**src/rtl/sop_pkg.sv**
```systemverilog
package sop_pkg;

    localparam int CODE_W          = 10;
    localparam int DATA_LAT_DEF    = 7;
    localparam int BLANK_EDGES_DEF = 9;

    typedef logic [CODE_W-1:0] code_t;

    // One captured lane: the code and the (active-high) blank flag taken on the same edge.
    typedef struct packed {
        code_t code;
        logic  blank;
    } lane_t;

    function automatic code_t gate_code(input code_t c, input logic kill);
        return kill ? '0 : c;
    endfunction

endpackage

```
**src/rtl/sop_capture.sv**
```systemverilog
module sop_capture
    import sop_pkg::*;
(
    input  logic  clk,
    input  logic  rst,
    input  code_t code_in,
    input  logic  blank_req_n,
    output lane_t lane
);

    always_ff @(posedge clk) begin
        if (rst) begin
            lane <= '0;
        end else begin
            lane.code  <= code_in;
            lane.blank <= ~blank_req_n;
        end
    end

endmodule

```
**src/rtl/sop_delay.sv**
```systemverilog
module sop_delay #(
    parameter int W     = 1,
    parameter int DEPTH = 1
) (
    input  logic         clk,
    input  logic         rst,
    input  logic [W-1:0] din,
    output logic [W-1:0] dout
);

    localparam int LAST = DEPTH - 1;

    logic [DEPTH-1:0][W-1:0] tap;

    always_ff @(posedge clk) begin
        if (rst) begin
            tap <= '0;
        end else begin
            tap[0] <= din;
            for (int i = 1; i < DEPTH; i++) begin
                tap[i] <= tap[i-1];
            end
        end
    end

    assign dout = tap[LAST];

endmodule

```
**src/rtl/sop_out_stage.sv**
```systemverilog
module sop_out_stage
    import sop_pkg::*;
(
    input  logic  clk,
    input  logic  rst,
    input  code_t code_d,
    input  logic  kill_d,
    output code_t code_out
);

    always_ff @(posedge clk) begin
        if (rst) begin
            code_out <= '0;
        end else begin
            code_out <= gate_code(code_d, kill_d);
        end
    end

endmodule

```
**src/rtl/sample_out_pipe.sv**
```systemverilog
module sample_out_pipe
    import sop_pkg::*;
#(
    parameter int DATA_LAT    = DATA_LAT_DEF,
    parameter int BLANK_EDGES = BLANK_EDGES_DEF
) (
    input  logic              clk,
    input  logic              rst,
    input  logic [CODE_W-1:0] code_in,
    input  logic              blank_req_n,
    output logic [CODE_W-1:0] code_out
);

    // Capture and output register each take one edge; the rest is delay line.
    localparam int DATA_DLY  = DATA_LAT - 1;
    localparam int BLANK_DLY = BLANK_EDGES - 2;

    lane_t cap;
    code_t code_dly;
    logic  kill_dly;

    sop_capture u_cap (
        .clk         (clk),
        .rst         (rst),
        .code_in     (code_in),
        .blank_req_n (blank_req_n),
        .lane        (cap)
    );

    sop_delay #(.W(CODE_W), .DEPTH(DATA_DLY)) u_data_dly (
        .clk  (clk),
        .rst  (rst),
        .din  (cap.code),
        .dout (code_dly)
    );

    sop_delay #(.W(1), .DEPTH(BLANK_DLY)) u_blank_dly (
        .clk  (clk),
        .rst  (rst),
        .din  (cap.blank),
        .dout (kill_dly)
    );

    sop_out_stage u_out (
        .clk      (clk),
        .rst      (rst),
        .code_d   (code_dly),
        .kill_d   (kill_dly),
        .code_out (code_out)
    );

endmodule

```
**config.mk**
```make
export PLATFORM = sky130hd
export DESIGN_NAME = sample_out_pipe
export DESIGN_NICKNAME = d
export VERILOG_FILES = /design/src/rtl/sop_pkg.sv /design/src/rtl/sop_capture.sv /design/src/rtl/sop_delay.sv /design/src/rtl/sop_out_stage.sv /design/src/rtl/sample_out_pipe.sv
export SDC_FILE = /design/constraint.sdc
export NUM_CORES = 1
export LEC_CHECK = 0
export ABC_CLOCK_PERIOD_IN_PS = 1100
export BUFFER_PORTS_ARGS = -buffer_cell sky130_fd_sc_hd__buf_2
export CORE_MARGIN = 5
export CORE_UTILIZATION = 58
export DETAILED_ROUTE_END_ITERATION = 8
export HOLD_SLACK_MARGIN = 0.1
export PLACE_DENSITY_LB_ADDON = 0.2
export SLEW_MARGIN = 20
export SYNTH_ARGS = -nofsm -noshare
export SYNTH_HDL_FRONTEND = slang
export SYNTH_HIERARCHICAL = 1
export SYNTH_SLANG_ARGS = --single-unit
```
**constraint.sdc**
```tcl
create_clock -name clk -period 1.1 [get_ports clk]
set_input_delay 0.33 -clock clk [delete_from_list [all_inputs] [get_ports clk]]
set_output_delay 0.33 -clock clk [all_outputs]
set_load 0.02 [all_outputs]
```
== Word-level counts from Yosys, hierarchy flattened ==
Cells that the tools add are included.

* Memory bits (writable): 0
* Register bits after elaboration: 88
* Memories kept: 0
* Bits in latches: 0
* Bits in read-only memories: 0
* Logic and storage cells: 18
* Input bits: 13
* Output and inout bits: 10

* $mul: 0
* Shift operators: 0
* Reductions and logical operators: 1
* Divide/modulo/power cells: 0
* Eq/ne operators: 0
* Bitwise gates (word level): 1
* Mux-type cells: 0
* Order comparisons: 0
* Add/subtract/negate cells: 0

{| class="wikitable"
|+ Operators with widths
! cell !! number
|-
| OR reduction 2 bit || 1
|-
| inverter 1 bit || 1
|}

== Depth between registers and ports, before layout ==
* Depth in word-level cells: 1
* Gate-level depth with buffers: 2

== By module ==
Netlist, hierarchy kept.

{| class="wikitable"
|+ Modules (own cells, without submodules)
! module !! area each (um^2) !! cells an instance !! instances
|-
| sop_delay (u_data_dly) || 1681.6 || 136 || 1
|-
| sop_out_stage || 347.8 || 22 || 1
|-
| sop_capture || 332.8 || 23 || 1
|-
| sop_delay (u_blank_dly) || 183.9 || 14 || 1
|}

== Least setup slack after synthesis ==
Ideal clock, no wire load.

* Path kind: reg2out
* Start point: register u_out.code_out[0]
* End point: output port code_out[0]
* Slack: 375 ps
* Path buffers: 0
* Required time: 770 ps
* Data arrival time: 395 ps
* Cell stages (with the launch flop): 1
* Cell sequence: dfxtp_1

{| class="wikitable"
|+ RTL lines
! element !! RTL line !! text
|-
| start, declared || sop_out_stage.sv:8 || <nowiki>output code_t code_out</nowiki>
|-
| start signal, assigned || sop_out_stage.sv:15 || <nowiki>code_out <= gate_code(code_d, kill_d);</nowiki>
|-
| end, declared || sample_out_pipe.sv:11 || <nowiki>output logic [CODE_W-1:0] code_out</nowiki>
|}

No word-level cell between the ends.

== Worst setup path in the final report ==
* Start point: register u_out.code_out[5]
* End point: output port code_out[5]

No word-level cell between the ends.

==> impl_metrics.yaml <==
sta:
  slew_violations: 0
  max_slew_margin: 0.639
  period_needed_ns: 1.12
  final-setup-viol-count: 10
  fin_tns_setup_ns: -0.109
  hold_violations: 0
  tightest_slew_ns: 0.541
  worst_slack_ns: -0.0213
  rsz0062_at_grt: "yes"
  clock_skew_ns: 0.00620
  fmax_mhz: 892
  min_period_over_period: 1.02
worst_setup_path:
  slowest_delay_ns: 0.33
  path_cells: "buf_6"
  critPathBufInv: 1
  cp_slowest_cell: "dfxtp_2"
  cp_data_required_time_ns: 0.77
  cp_top_family: "flip-flops"
  crit_fanout: 1
  critPathCaptureType: "output pin"
  critPathKind: "reg2out"
  worstPathArrival_ns: 0.79
  start_kind: "flip-flop"
cts:
  path_clk_slew_ns: 0.08
  worstSkewPairLatency_ns: 0.34
  cts.sinks: 88
  h-tree-depth: 3
  cts_inserted_buffers: 9
  clock_path_buffers: 2
  cts_setup_buffers: 0
  cts_tree: "done"
  cts_root_buf: "clkbuf_8"
finish:
  num-nets-final: 228
  n_fill_cell: 338
  drive_gt1_frac: 0.327
  most-common-layout-cells: "dfxtp_1, nor2b_1, clkbuf_8, buf_2"
  diodes: 0
  multiInputGateArea_um2: 646
  syn_to_final_growth_pct: 16.4
  seq_area_um2: 1770
  final_util: 0.690
  final_common_cell: "dfxtp_1"
grt:
  grt_use_total: 0.112
  grt_pass1_vias: 1161
  grt_max_degree: 30
  antenna_found_initial: 0
  grt_pass1_wl_um: 5040
  grt_overflow: 0
synthesis:
  synth.area.top_cells: "dfxtp_1, nor2b_1, nor3b_2"
  synth.avg_cell_area_um2: 13.1
  synth_compound_area_frac: 0
  synth_top_family_by_area: "simple AND/OR/NAND/NOR gates"
  synth_top_area_share: 0.692
  syn-num-nets: 208
  synth_cell_types: 10
  yosysTopAreaCell: "dfxtp_1"
  synth-simple-area-share: 0.254
  ys_ff_latch: 88
  ys.warnings.count: 6
  syn_inst: 195
  netlist_area_um2: 2550
  synthMuxAreaShare: 0
  ys_seq_area_frac: 0.692
  synth_xor_area_frac: 0
  synth-adder-area-share: 0
min_path:
  hold_class: "in2reg"
pwr:
  power.density_nw_per_um2: 1970
  p_leak_nw: 1.21
  ir_drop_mv: 1.27
floorplan:
  coreArea_um2: 4290
  rows: 24
  die_w_um: 76.3
  start_util: 0.593
  die_y_um: 76.3
  top_level_ports: 23
  dieArea_um2: 5810
placement:
  portBuffers: 22
  hpwl_um: 1720
  gp_congestion: 0.630
drt:
  drt_iter0_markers: 28
  wire_per_inst_um: 10.3
  viasPerCell: 4.41
  route.detailed.drc: 0
  antenna_left: 0
  drt_pass1_iterations: 3
  wirelength_um: 2790
  num_vias: 1199
run:
  maxCapViolCount: 0
outcome:
  violations: "negative setup slack"
  status: "finished with violations"
-- path summary, 6_finish.rpt --
check | startpoint | to | slack, ns | cells after the start
worst max-delay path | u_out/code_out[5] | code_out[5] | -0.02 | 1
worst min-delay path | code_in[1] | u_cap/lane[2] | 0.19 | 2
worst min register to register | u_data_dly/tap[49] | u_data_dly/dout[9] | 0.43 | 1
worst max register to register | u_blank_dly/dout | u_out/code_out[3] | 0.20 | 1
-- cell type report --
| class | instances | area share |
|---|---|---|
| timing repair buffer | 28 | 0.0836 |
| sequential | 88 | 0.599 |
| multi-input combinational | 88 | 0.218 |
| clock buffer | 12 | 0.0523 |
| clock inverter | 4 | 0.0257 |
| tap | 52 | 0.0220 |
-- cell families (layout without fill, tap and decap cells) --
group | count (synthesis) | count (layout)
flops | 88 | 88
buf+inv | 19 | 44
simple gates | 88 | 88
-- flip-flops by register name, indices dropped and copies added, names as in the netlist --
register and cells:
u_blank_dly/dout 1, u_data_dly/tap 50, u_data_dly/dout 10, u_blank_dly/tap 6
u_cap/lane 11, u_out/code_out 10
-- what timing repair did --
item	4_1_cts	5_1_grt
cloned	0	0
pin swaps	0	0
gates resized for setup	30	0
endpoints found under the hold margin	0	1
hold buffers	0	1
endpoints found under the setup margin	10	10
-- cell usage after synthesis --
master,number
nor2b_4,2
nor3b_2,10
buf_4,10
nor2b_1,67
and2b_2,1
buf_6,3
buf_2,6
nor2_1,1
dfxtp_1,88
nor2b_2,7
-- power breakdown --
part           internal [mW]  leakage (nW)  switching, mW
registers               3.24         0.720         0.0111
clock network           1.41         0.113           1.02
logic                 0.0829         0.381         0.0735
total                   4.73          1.21           1.11
-- through the flow --
| step | setup slack, ns | hold WS (ns) | instances | cell area (um2) | power, mW |
|---|---|---|---|---|---|
| 2_1_floorplan | 0.375 | 0.402 | 195 | 2550 | 3.43 |
| 3_3_place_gp | 0.155 | 0.416 | 255 | 2650 | 3.48 |
| 3_5_place_dp | 0.110 | 0.420 | 255 | 2650 | 3.49 |
| 4_1_cts | -0.0409 | 0.106 | 271 | 2950 | 5.93 |
| 5_1_grt | -0.0601 | 0.165 | 272 | 2960 | 6.10 |
| 6_report | -0.0213 | 0.192 | 272 | 2960 | 5.84 |
-- per-layer routing --
metal  vias up  part of all wire  GRT usage
met5         -                 0          0
met4         0             0.027     0.0682
met3         8             0.076     0.0662
met2        29              0.47      0.176
met1       539              0.42      0.114
li1        623                 -          -
(Power assumes the default switching activity.)
